File: config.mk
export PLATFORM = sky130hd
export DESIGN_NAME = bus_xfer_dp
export DESIGN_NICKNAME = d
export VERILOG_FILES = /design/src/rtl/bus_dp_pkg.sv /design/src/rtl/bdp_src_mux.sv /design/src/rtl/bdp_uop_unit.sv /design/src/rtl/bdp_reg_bank.sv /design/src/rtl/bus_xfer_dp.sv
export SDC_FILE = /design/constraint.sdc
export NUM_CORES = 1
export LEC_CHECK = 0
export ABC_AREA = 1
export BUFFER_PORTS_ARGS = -buffer_cell sky130_fd_sc_hd__buf_4
export CORE_MARGIN = 10
export CORE_UTILIZATION = 53
export DETAILED_ROUTE_END_ITERATION = 8
export GPL_TIMING_DRIVEN = 1
export PLACE_DENSITY = 0.83
export SYNTH_ARGS = -nofsm -noshare
export SYNTH_HDL_FRONTEND = slang
export SYNTH_HIERARCHICAL = 1
export SYNTH_SLANG_ARGS = --single-unit
File: constraint.sdc
create_clock -name clk -period 2.8 [get_ports clk]
set_clock_uncertainty 0.2 [all_clocks]
set_input_delay 0.7 -clock clk [delete_from_list [all_inputs] [get_ports clk]]
set_output_delay 0.7 -clock clk [all_outputs]
set_load 0.005 [all_outputs]
File: src/rtl/bus_dp_pkg.sv
package bus_dp_pkg;

   // Operation codes applied between the bus and the register inputs
   typedef enum logic [1:0] {
      UOP_PASS = 2'b00,
      UOP_INC  = 2'b01,
      UOP_SHL  = 2'b10,
      UOP_SHR  = 2'b11
   } uop_e;

   // Mux build variants
   localparam int MUX_LOOP   = 0;
   localparam int MUX_ONEHOT = 1;

endpackage

File: src/rtl/bdp_src_mux.sv
module bdp_src_mux
   import bus_dp_pkg::*;
#(
   parameter int DATA_W    = 8,
   parameter int NUM_REGS  = 4,
   parameter int SEL_W     = 3,
   parameter int MUX_STYLE = MUX_ONEHOT
) (
   input  logic [SEL_W-1:0]           src_sel,
   input  logic [NUM_REGS*DATA_W-1:0] regs_flat,
   input  logic [DATA_W-1:0]          ext_data,
   output logic [DATA_W-1:0]          bus
);

   localparam int NUM_SRC = NUM_REGS + 1;

   logic [DATA_W-1:0] srcs [NUM_SRC];

   genvar gi;
   generate
      for (gi = 0; gi < NUM_REGS; gi++) begin : g_src
         assign srcs[gi] = regs_flat[gi*DATA_W +: DATA_W];
      end
   endgenerate
   assign srcs[NUM_REGS] = ext_data;

   generate
      if (MUX_STYLE == MUX_ONEHOT) begin : g_onehot
         logic [NUM_SRC-1:0] sel_oh;
         logic [DATA_W-1:0]  partial [NUM_SRC+1];

         assign partial[0] = '0;
         for (gi = 0; gi < NUM_SRC; gi++) begin : g_andor
            assign sel_oh[gi]      = (src_sel == SEL_W'(gi));
            assign partial[gi + 1] = partial[gi] | ({DATA_W{sel_oh[gi]}} & srcs[gi]);
         end
         assign bus = partial[NUM_SRC];
      end else begin : g_loop
         always_comb begin
            bus = '0;
            for (int k = 0; k < NUM_SRC; k++) begin
               if (src_sel == SEL_W'(k)) begin
                  bus = srcs[k];
               end
            end
         end
      end
   endgenerate

endmodule

File: src/rtl/bdp_uop_unit.sv
module bdp_uop_unit
   import bus_dp_pkg::*;
#(
   parameter int DATA_W = 8
) (
   input  logic [1:0]        uop,
   input  logic [DATA_W-1:0] din,
   output logic [DATA_W-1:0] dout
);

   uop_e op;
   assign op = uop_e'(uop);

   always_comb begin
      unique case (op)
         UOP_PASS: dout = din;
         UOP_INC:  dout = din + DATA_W'(1);
         UOP_SHL:  dout = {din[DATA_W-2:0], 1'b0};
         UOP_SHR:  dout = {1'b0, din[DATA_W-1:1]};
         default:  dout = din;
      endcase
   end

endmodule

File: src/rtl/bdp_reg_bank.sv
module bdp_reg_bank #(
   parameter int DATA_W   = 8,
   parameter int NUM_REGS = 4
) (
   input  logic                       clk,
   input  logic                       rst,
   input  logic [NUM_REGS-1:0]        load_en,
   input  logic [DATA_W-1:0]          din,
   output logic [NUM_REGS*DATA_W-1:0] regs_flat
);

   genvar gi;
   generate
      for (gi = 0; gi < NUM_REGS; gi++) begin : g_reg
         logic [DATA_W-1:0] q;

         always_ff @(posedge clk) begin
            if (rst) begin
               q <= '0;
            end else if (load_en[gi]) begin
               q <= din;
            end
         end

         assign regs_flat[gi*DATA_W +: DATA_W] = q;
      end
   endgenerate

endmodule

File: src/rtl/bus_xfer_dp.sv
module bus_xfer_dp
   import bus_dp_pkg::*;
#(
   parameter int DATA_W    = 8,
   parameter int NUM_REGS  = 4,
   parameter int SEL_W     = 3,
   parameter int MUX_STYLE = MUX_ONEHOT
) (
   input  logic                       clk,
   input  logic                       rst,
   input  logic [SEL_W-1:0]           src_sel,
   input  logic [1:0]                 uop,
   input  logic [NUM_REGS-1:0]        load_en,
   input  logic [DATA_W-1:0]          ext_data,
   output logic [DATA_W-1:0]          bus_out,
   output logic [NUM_REGS*DATA_W-1:0] regs_out
);

   localparam int NUM_SRC = NUM_REGS + 1;

   generate
      if (DATA_W < 2) begin : g_bad_width
         $error("bus_xfer_dp: DATA_W must be at least 2");
      end
      if (NUM_REGS < 1) begin : g_bad_regs
         $error("bus_xfer_dp: NUM_REGS must be at least 1");
      end
      if (NUM_SRC > (1 << SEL_W)) begin : g_bad_sel
         $error("bus_xfer_dp: SEL_W too narrow for all sources");
      end
      if (MUX_STYLE != MUX_ONEHOT && MUX_STYLE != MUX_LOOP) begin : g_bad_style
         $error("bus_xfer_dp: unknown MUX_STYLE");
      end
   endgenerate

   logic [DATA_W-1:0]          bus;
   logic [DATA_W-1:0]          op_result;
   logic [NUM_REGS*DATA_W-1:0] regs_flat;

   bdp_src_mux #(
      .DATA_W    (DATA_W),
      .NUM_REGS  (NUM_REGS),
      .SEL_W     (SEL_W),
      .MUX_STYLE (MUX_STYLE)
   ) u_mux (
      .src_sel   (src_sel),
      .regs_flat (regs_flat),
      .ext_data  (ext_data),
      .bus       (bus)
   );

   bdp_uop_unit #(
      .DATA_W (DATA_W)
   ) u_uop (
      .uop  (uop),
      .din  (bus),
      .dout (op_result)
   );

   bdp_reg_bank #(
      .DATA_W   (DATA_W),
      .NUM_REGS (NUM_REGS)
   ) u_regs (
      .clk       (clk),
      .rst       (rst),
      .load_en   (load_en),
      .din       (op_result),
      .regs_flat (regs_flat)
   );

   assign bus_out  = bus;
   assign regs_out = regs_flat;

endmodule

### Word-level counts from Yosys, hierarchy flattened

Index checks and enable logic that the tools add are counted.

* multiplexer cells: 1
* reduce and logical (&&, ||, !) cells: 2
* equal/unequal tests: 7
* add/sub/neg operators: 1
* bitwise operators: 9

Operators by type and width (number)
* $and 8x8->8: 5
* $or 8x8->8: 4
* $pmux 8 s4: 1
* $add 8x1->8 const B: 1
* $eq 3x2->1 const B: 2
* $eq 2x2->1 const B: 2
* $eq 3x1->1 const B: 1
* $eq 3x3->1 const B: 1
* $logic_not 3->1: 1
* $eq 2x1->1 const B: 1
* $logic_not 2->1: 1

* logic and storage cells: 24
* bits in registers: 32
* input bits: 19
* output and inout port bits: 40

### Logic depth before layout (Yosys ltp)

Gate-level depths: netlist of run 1.

* depth after elaboration: 8
* depth in mapped cells: 17
* gate-level depth less buffers: 15

### Cells and area by module

The synthesis of run 1 kept the hierarchy.

Modules (own cells, without submodules)
* bdp_reg_bank: times used 1, seq. area each 640.6 µm², cells an instance 180, area an instance 1293.7 µm²
* bdp_src_mux: times used 1, seq. area each 0.0 µm², cells an instance 99, area an instance 583.1 µm²
* bdp_uop_unit: times used 1, seq. area each 0.0 µm², cells an instance 72, area an instance 344.1 µm²

### Worst setup path after synthesis of run 1

Ideal clock, no wire load.

* kind: input port to flip-flop
* start: input src_sel[1]
* end: register u_regs.g_reg[0].q[6]
* cell stages on the path: 17
* required time: 2486 ps
* library setup time: 114 ps
* data arrival time: 2144 ps
* buffers on the path: 2
* path slack: 342 ps
* cell sequence: buf_6 -> nor2_4 -> buf_12 -> nand3_2 -> nand2_1 -> inv_1 -> nand2_2 -> ha_1 -> inv_1 -> nor2_1 -> nand3_1 -> nand2_1 -> nand3_1 -> inv_1 -> nand2_1 -> nand2_1 -> nor2_2

* longest elaborated chain between the ends: 8
* elaborated cells on any way between the ends: 16
* those cells by class: add/sub (1); eq/ne (4); mux (1); bitwise (9); reduce/logical (1)

Ends and longest elaborated chain
* from (decl): RTL line bus_xfer_dp.sv:11 `input logic [SEL_W-1:0] src_sel,`
* $eq 3x1->1 / $logic_not 3->1 (equally long branches): RTL line bdp_src_mux.sv:34 `assign sel_oh[gi] = (src_sel == SEL_W'(gi));`
* $and 8x8->8: RTL line bdp_src_mux.sv:35 `assign partial[gi + 1] = partial[gi] | ({DATA_W{sel_oh[gi]}} & srcs[gi]);`
* $or 8x8->8 (3 in series): RTL line bdp_src_mux.sv:35
* $or 8x8->8 *: RTL line bdp_src_mux.sv:35
* via bus_out[1]: RTL line bus_xfer_dp.sv:15 `output logic [DATA_W-1:0] bus_out,`
* $add 8x1->8 *: RTL line bdp_uop_unit.sv:17 `UOP_INC: dout = din + DATA_W'(1);`
* $pmux 8 s4 *: RTL line bdp_uop_unit.sv:15 `unique case (op)`
* via op_result[6]: RTL line bus_xfer_dp.sv:37 `logic [DATA_W-1:0] op_result;`
* to (signal assigned): RTL line bdp_reg_bank.sv:21 `q <= din;`
* to (decl): RTL line bdp_reg_bank.sv:15 `logic [DATA_W-1:0] q;`

The timed path passes the listed nets; every way through them passes the cells marked *.
A chain may end at the register's enable or synchronous reset.

### Worst setup path after layout of run 1

* start: input src_sel[0]
* end: output bus_out[5]

* longest elaborated chain between the ends: 6
* elaborated cells on any way between the ends: 14
* those cells by class: eq/ne (4); bitwise (9); reduce/logical (1)

Ends and longest elaborated chain (RTL line)
* $eq 3x1->1 / $logic_not 3->1 (equally long branches): bdp_src_mux.sv:34
* $and 8x8->8: bdp_src_mux.sv:35
* $or 8x8->8 (3 in series): bdp_src_mux.sv:35
* $or 8x8->8 *: bdp_src_mux.sv:35
* to (decl): bus_xfer_dp.sv:15

Mark *: on every way between the ends. The rest lies on a longest branch, timed or not.

==> flow_summary.ini, run 1 <==
[detailed_routing]
antenna_left = 0
drt-wirelength-per-cell_um = 13.7
drtIter0Drc = 237
drt-total-wl_um = 6200
via_count = 2317
drc = 0
dr.pass1.iters = 5
vias_per_cell = 5.10

[yosys]
syn_avg_cell_area_sq_um = 6.33
ys_ff_latch = 32
yosysTopAreaCell = dfxtp_1
synth.distinct_cells = 28
synth_top_area_share_pct = 28.8
syn_area_sq_um = 2220
ys.warnings.count = 6
synth.area.top_cells = dfxtp_1 29%, nand2_1 18%, nor2_1 14%
yosysSeqAreaShare_pct = 28.8
synth_nets = 371
synthCells = 351

[worst_hold_path]
hold_start = u_regs/g_reg[3].q[0]
hp-class = flop to flop
hold_end = u_regs/g_reg[3].q[0]
min_path_cells = 2

[clock_network]
cts_made_buffers = 5
ctsResizeCount = 0
clk_path_buf_depth = 2
insertion_delay_ns = 0.28
clk_pin_slew_ns = 0.06
cts_tree = built
root_buffer = clkbuf_8
numClockSinks = 32
hold_buffers = 0
htreeDepth = 2
cts_setup_buffers = 0

[placed_design]
portBuffers = 58
dp_cells = 446
dp_hpwl_um = 4680
place_congestion = 0.926

[pwr]
p_per_area_nw_per_um2 = 445
ir_drop_mv = 0.241
finalPower_w = 0.00117
p_leak_nw = 1.36

[critical_path]
ff2ff_path_depth = 13
crit_path_top_delay_cell = nand2_1
cp_data_required_time_ns = 1.90
r2r_start = u_regs/g_reg[3].q[3]
rr_endpoint = u_regs/g_reg[3].q[4]
crit_family = buffers and inverters
crit_chain = buf_4 -> nor2_4 -> buf_4 -> nand3_2 -> nand2_1 -> inv_1 -> nand2_1 -> buf_4
cpPeakStageDelay_ns = 0.24
start_kind = input port
cp-end-kind = output pin
arrival_ns = 1.76
worst-path-max-fanout = 11
path_common_cell = buf_4
path_class = input port to output pin
rrSetupSlack_ns = 0.74
path_buf_inv = 4

[floorplanning]
dieArea_sq_um = 7180
fp-row-count = 23
fp.dieH_um = 84.7
num_io_pins = 59
dieWidth_um = 84.7
start_util_pct = 55.1
core-area_sq_um = 4030

[finish]
area_growth_pct = 18.5
nNetsFinal = 423
fill_cells = 400
fin_cells = 454
drive_above_1_share_pct = 22.8
top_regs = u_regs/g.q (32)
largest_register_ffs = 32
antenna_cells = 0
max_flop_register = u_regs/g.q

[global_route]
grt_max_degree = 33
grt_usage_pct = 16.6
grt_pass1_vias = 2082
grt_pass1_wl_um = 10000
antenna_found_initial = 0
grt_overflow = 0

[sta]
slew_viol_final = 0
max_freq_mhz = 376
slew_headroom_pct = 64.1
rsz0062_at_grt = false
timing.setup.tns_ns = 0
post-route-period-util_pct = 95.1
timing.final.hold_violations = 0
worst_slew_pin_slew_ns = 0.538
min_period_ns = 2.66
setup_viol = 0

[flow_run]
max_cap_viol_count = 0

[run_status]
status = completed
[power breakdown]
| part | total [W] | internal, W | switching (W) | leakage (nW) |
|---|---|---|---|---|
| Clock | 0.000362 | 0.000200 | 0.000162 | 0.0455 |
| Sequential | 0.000515 | 0.000487 | 0.0000277 | 0.264 |
| Combinational | 0.000294 | 0.000123 | 0.000171 | 1.05 |
[synthesized netlist by cell type, drive strengths merged]
library cell / instances
nand2: 110
nor2: 88
inv: 41
dfxtp: 32
nand3: 28
nand4: 17
buf: 15
o22ai: 5
clkbuf: 3
clkinv: 2
nand3b: 2
o2111ai: 2
o21ai: 2
ha: 1
o211ai: 1
o21a: 1
o21bai: 1
[worst max path at each step]
stage / startpoint / end / slack (ns) / cells after the start
2_1_floorplan: src_sel[1] / u_regs/g_reg[0].q[6] / 0.34 / 17
3_3_place_gp: src_sel[0] / u_regs/g_reg[2].q[4] / 0.06 / 16
3_5_place_dp: src_sel[0] / u_regs/g_reg[2].q[4] / 0.07 / 16
4_1_cts: src_sel[0] / bus_out[5] / 0.15 / 8
5_1_grt: src_sel[2] / u_regs/g_reg[3].q[4] / 0.03 / 15
6_report: src_sel[0] / bus_out[5] / 0.14 / 8
[cells in the final DEF (no fill, tap or decap), types with 2 or more instances in the layout]
cell	synthesis	layout
clkinv_1	2	2
nand2_1	106	106
nand3_2	10	10
clkbuf_8	3	6
clkbuf_1	0	2
buf_4	3	63
nand4_1	17	17
dfxtp_1	32	32
nor2_1	83	83
nor2_2	3	3
nand2_2	4	4
o2111ai_1	2	2
nor2_4	2	2
o22ai_1	5	5
inv_1	38	38
o21ai_0	2	2
nand3_1	18	18
[metrics by stage]
stage | utilization [%] | instance area [sq um] | hold slack [ns] | setup slack (ns)
floorplan | - | 2220 | 0.278 | 0.342
global placement | 63.1 | 2540 | 0.277 | 0.0613
detailed placement | 63.1 | 2540 | 0.283 | 0.0660
CTS | 65.3 | 2630 | 0.291 | 0.150
global route | 65.3 | 2630 | 0.320 | 0.0326
finish | 65.3 | 2630 | 0.290 | 0.138
[cell type report]
cell class	instances	area (sq um)	area share, %
multi-input cells	258	1190	45.4
inverters	43	171	6.51
repair buffers	63	473	18.0
well taps	50	62.6	2.38
clock buffers	8	90.1	3.42
flip-flops and latches	32	641	24.3
[worst reg2reg max path: cells and delay by family (launching register included)]
kind,cells,cell delay (ns)
AND/OR/NAND/NOR,12,1.16
flip-flops,1,0.36
buffers and inverters,1,0.23
[metal layers]
metal	track usage (%)	wire length, um
met2	27.3	3030
met1	20.6	2570
met5	0	0
met3	3.57	482
met4	6.44	112
[cell families (layout without fill, tap and decap cells)]
kind of cell    count (synthesis)  count (layout)  synth area share (%)
compound gates                 12              12                  3.66
buf+inv                        61             114                  17.4
flops                          32              32                  28.8
simple gates                  245             245                  49.5
fa+ha+maj                       1               1                 0.563
(Power assumes the default switching activity.)
==> run 2, diff against run 1 <==
- CORE_UTILIZATION: 53 -> 30
- PLACE_DENSITY: 0.83 -> 0.53
==> run 2 against run 1 <==
  * Flip-flop and latch count did not move
  * Worst hold slack improved by 0.0060 ns
  * Via count down 2.2%
  * Combinational power increased by 2%
  * Cell count grew 11%
  * Final area rose by 2.9%
  * Largest power group unchanged
==> flow_summary.ini, run 2 (synthesis results as in run 1) <==
[global_route]
grt_max_degree = 33
grt_usage_pct = 12.7
grt_overflow = 0
grt_pass1_wl_um = 11400
antenna_found_initial = 0
grt_pass1_vias = 2209

[floorplanning]
dieArea_sq_um = 11200
fp-row-count = 31
num_io_pins = 59
start_util_pct = 30.8
core-area_sq_um = 7210
fp.dieH_um = 106
dieWidth_um = 106

[clock_network]
cts_tree = built
numClockSinks = 32
hold_buffers = 0
cts_setup_buffers = 0
clk_path_buf_depth = 2
root_buffer = clkbuf_8
clk_pin_slew_ns = 0.07
insertion_delay_ns = 0.29
ctsResizeCount = 0
cts_made_buffers = 5
htreeDepth = 2

[finish]
antenna_cells = 0
top_regs = u_regs/g.q (32)
area_growth_pct = 21.9
final_common_cell = nand2_1
drive_above_1_share_pct = 23.2
largest_register_ffs = 32
final_cell_mix = 106 x nand2_1, 83 x nor2_1, 64 x buf_4
max_flop_register = u_regs/g.q
nNetsFinal = 425
stdcell_area_sq_um = 2710

[sta]
min_period_ns = 2.68
timing.final.hold_violations = 0
setup_viol = 0
max_freq_mhz = 373
slew_viol_final = 0
worst_slew_pin_slew_ns = 0.552
setup_slack_ns = 0.118
post-route-period-util_pct = 95.8
rsz0062_at_grt = false
holdWs_ns = 0.296
slew_headroom_pct = 63.1

[critical_path]
cp_data_required_time_ns = 1.90
arrival_ns = 1.78
cp-end-kind = output pin
start_kind = input port
crit_chain = buf_4 -> inv_8 -> buf_4 -> nand4_1 -> nand2_1 -> inv_1 -> nand2_1 -> buf_4
path_buf_inv = 5
cpPeakStageDelay_ns = 0.22
worst-path-max-fanout = 20
path_common_cell = buf_4
path_class = input port to output pin
crit_path_top_delay_cell = nand2_1
crit_family = buffers and inverters

[detailed_routing]
dr.pass1.iters = 4
drc = 0
drt-wirelength-per-cell_um = 14.0
drt-total-wl_um = 7070
vias_per_cell = 4.50
via_count = 2267
antenna_left = 0
drtIter0Drc = 126

[placed_design]
dpl_worst_slack_ns = -0.00217
place_congestion = 0.884
dp_hpwl_um = 5480
portBuffers = 58
placed_area_sq_um = 2630

[pwr]
ir_drop_mv = 0.187
p_leak_nw = 1.37
p_per_area_nw_per_um2 = 426

[worst_hold_path]
hp-class = flop to flop

[run_status]
status = completed

[flow_run]
max_cap_viol_count = 0
[run 2: changes by cell type in the layout (fill, tap and decap cells not counted), sizes merged]
cell    previous run  this run
buf               63        65
clkbuf             8         6
clkinv             2         3
[run 2: layout make-up]
class | count | area (sq um)
Inverter | 43 | 171
Clock buffer | 6 | 72.6
Sequential cell | 32 | 641
Multi-Input combinational cell | 258 | 1190
Clock inverter | 1 | 5.00
Timing Repair Buffer | 65 | 500
Fill cell | 810 | 4510
Tap cell | 99 | 124
[run 2: through the flow]
stage,utilization [%],TNS (ns),instances,total power [W]
floorplan,-,0,351,0.000708
global placement,36.5,0,497,0.000829
detailed placement,36.5,-0.00217,497,0.000830
CTS,37.5,0,504,0.00117
global route,37.5,0,504,0.00122
finish,37.5,0,504,0.00115
[run 2: where the power goes]
group	internal, W	total [W]	switching [W]
sequential	0.000487	0.000517	0.0000299
clock	0.000169	0.000337	0.000169
combinational	0.000125	0.000300	0.000174
total	0.000781	0.00115	0.000373
[run 2: worst paths after layout]
check                          to  slack [ns]                  from  cells after the start
max                    bus_out[5]        0.12            src_sel[2]                      8
min          u_regs/g_reg[3].q[2]        0.30  u_regs/g_reg[3].q[2]                      2
max reg2reg  u_regs/g_reg[2].q[2]        0.68  u_regs/g_reg[3].q[0]                     13
min reg2reg  u_regs/g_reg[3].q[2]        0.30  u_regs/g_reg[3].q[2]                      2
[run 2: worst register-to-register path, cell delays in order, from the launching register on]
cell	delay, ns
dfxtp_1	0.33
nand4_1	0.10
nand2_1	0.07
nor2_1	0.21
nand2_2	0.13
ha_1	0.24
inv_1	0.10
nand2_1	0.06
nand3_1	0.08
o2111ai_1	0.09
inv_1	0.22
nand2_1	0.08
nand2_1	0.07
nor2_1	0.04
[run 2: metal layers]
layer  wire (um)  track usage (%)  vias to the layer above  share of wire (%)
li1            -                -                     1199                  -
met1        3110             15.7                      987                 44
met2        3320             20.6                       69                 47
met3         430             2.72                       12                6.1
met4         202             5.61                        0                2.9
met5           0                0                        -                  0
==> run 3, diff against run 2 <==
- REMOVE_ABC_BUFFERS: not set -> 1
==> run 3 against run 2 <==
  * Fmax is 0.31% lower
  * Largest power group unchanged
  * Highest routed layer unchanged
  * Flip-flop and latch count stayed put
  * Register-to-register slack better by 0.03 ns
  * Die area stayed put
  * Wire length is 1.6% higher
  * Sequential share of layout area hardly changed
  * Worst hold slack worse by 0.0015 ns
==> flow_summary.ini, run 3 (synthesis results as in run 1) <==
[run_status]
status = completed

[sta]
worst_slew_pin_slew_ns = 0.574
setup_viol = 0
timing.final.hold_violations = 0
slew_viol_final = 0
holdWs_ns = 0.295
max_freq_mhz = 372
timing.setup.tns_ns = 0
slew_headroom_pct = 61.7
min_period_ns = 2.69
post-route-period-util_pct = 96.1
rsz0062_at_grt = false

[detailed_routing]
antenna_left = 0
via_count = 2303
vias_per_cell = 4.57
drtIter0Drc = 159
dr.pass1.iters = 4
drc = 0
drt-wirelength-per-cell_um = 14.3
drt-total-wl_um = 7180

[global_route]
busiest_layer = met2
met3_usage_pct = 3.32
grt_pass1_wl_um = 11500
grt_usage_pct = 12.7
antenna_found_initial = 0
grt_overflow = 0
grt.met1_usage_pct = 15.2
grt_pass1_vias = 2217
grt_max_degree = 33
globalRouteMet2Util_pct = 20.6

[flow_run]
max_cap_viol_count = 0

[clock_network]
cts_setup_buffers = 0
cts_tree = built
ctsResizeCount = 0
clk_path_buf_depth = 2
clk_pin_slew_ns = 0.06
numClockSinks = 32
hold_buffers = 0
insertion_delay_ns = 0.29
cts_made_buffers = 5
htreeDepth = 2
root_buffer = clkbuf_8

[floorplanning]
num_io_pins = 59
fp-row-count = 31
dieArea_sq_um = 11200
start_util_pct = 30.8
dieWidth_um = 106
core-area_sq_um = 7210
fp.dieH_um = 106

[pwr]
finalPower_w = 0.00119
p_per_area_nw_per_um2 = 439
p_comb_share_pct = 25.2
pwr-share-seq_pct = 43.2
p_leak_nw = 1.37
p_switching_w = 0.000380
p_int_w = 0.000812
power_frac_clock_pct = 31.6
ir_drop_mv = 0.199
switching_share_pct = 31.9

[critical_path]
worst-path-max-fanout = 8
cp_data_required_time_ns = 1.90
r2r_start = u_regs/g_reg[3].q[3]
cp-end-kind = output pin
arrival_ns = 1.79
path_class = input port to output pin
crit_start = src_sel[0]
start_kind = input port

[finish]
final_cell_mix = 106 x nand2_1, 83 x nor2_1, 63 x buf_4
top_regs = u_regs/g.q (32)
max_flop_register = u_regs/g.q
final_common_cell = nand2_1
area_growth_pct = 22.1
nNetsFinal = 424
drive_above_1_share_pct = 23.0
fin_cells = 504
largest_register_ffs = 32
antenna_cells = 0

[placed_design]
dp_cells = 496
place_congestion = 0.882
portBuffers = 58
dp_hpwl_um = 5430

[worst_hold_path]
hold_start = u_regs/g_reg[2].q[0]
hp-class = flop to flop
[run 3: worst paths after layout]
kind	endpoint	slack, ns	depth (start not counted)
hold reg to reg	u_regs/g_reg[2].q[0]	0.29	2
setup / recovery	bus_out[5]	0.11	7
setup reg to reg	u_regs/g_reg[3].q[5]	0.71	13
hold / removal	u_regs/g_reg[2].q[0]	0.29	2
[run 3: per-stage QoR]
| stage | util [%] | setup slack [ns] | cell area, sq um |
|---|---|---|---|
| 4_1_cts | 37.6 | 0.125 | 2710 |
| 3_3_place_gp | 36.4 | -0.0123 | 2620 |
| 6_report | 37.6 | 0.110 | 2710 |
| 3_5_place_dp | 36.4 | 0.0342 | 2620 |
| 2_1_floorplan | - | 0.385 | 2010 |
| 5_1_grt | 37.6 | 0.0476 | 2710 |
[run 3: power groups by stage]
| stage | registers (W) | clock network (W) | logic [W] |
|---|---|---|---|
| after floorplan | 0.000522 | 0 | 0.000141 |
| after global placement | 0.000526 | 0 | 0.000300 |
| after detailed placement | 0.000525 | 0 | 0.000303 |
| after CTS | 0.000515 | 0.000386 | 0.000304 |
| after global routing | 0.000520 | 0.000412 | 0.000340 |
| final | 0.000515 | 0.000376 | 0.000300 |
[run 3: cell type report]
class / count / area, sq um
inverters: 43 / 171
well taps: 99 / 124
flip-flops and latches: 32 / 641
repair buffers: 64 / 493
multi-input cells: 258 / 1190
fillers: 844 / 4500
clock buffers: 8 / 90.1
[run 3: critical path: stages]
cell and delay, ns:
buf_4 0.13, buf_4 0.17, nand3b_4 0.13, nor2_1 0.05, nor2_1 0.18, nand2_1 0.22
buf_4 0.20
[run 3: per-layer routing]
metal	vias to the layer above	wire length [um]	part of all wire (%)
li1	1191	-	-
met1	1012	3060	43
met2	83	3380	47
met3	17	429	6.0
met4	0	309	4.3
met5	-	0	0
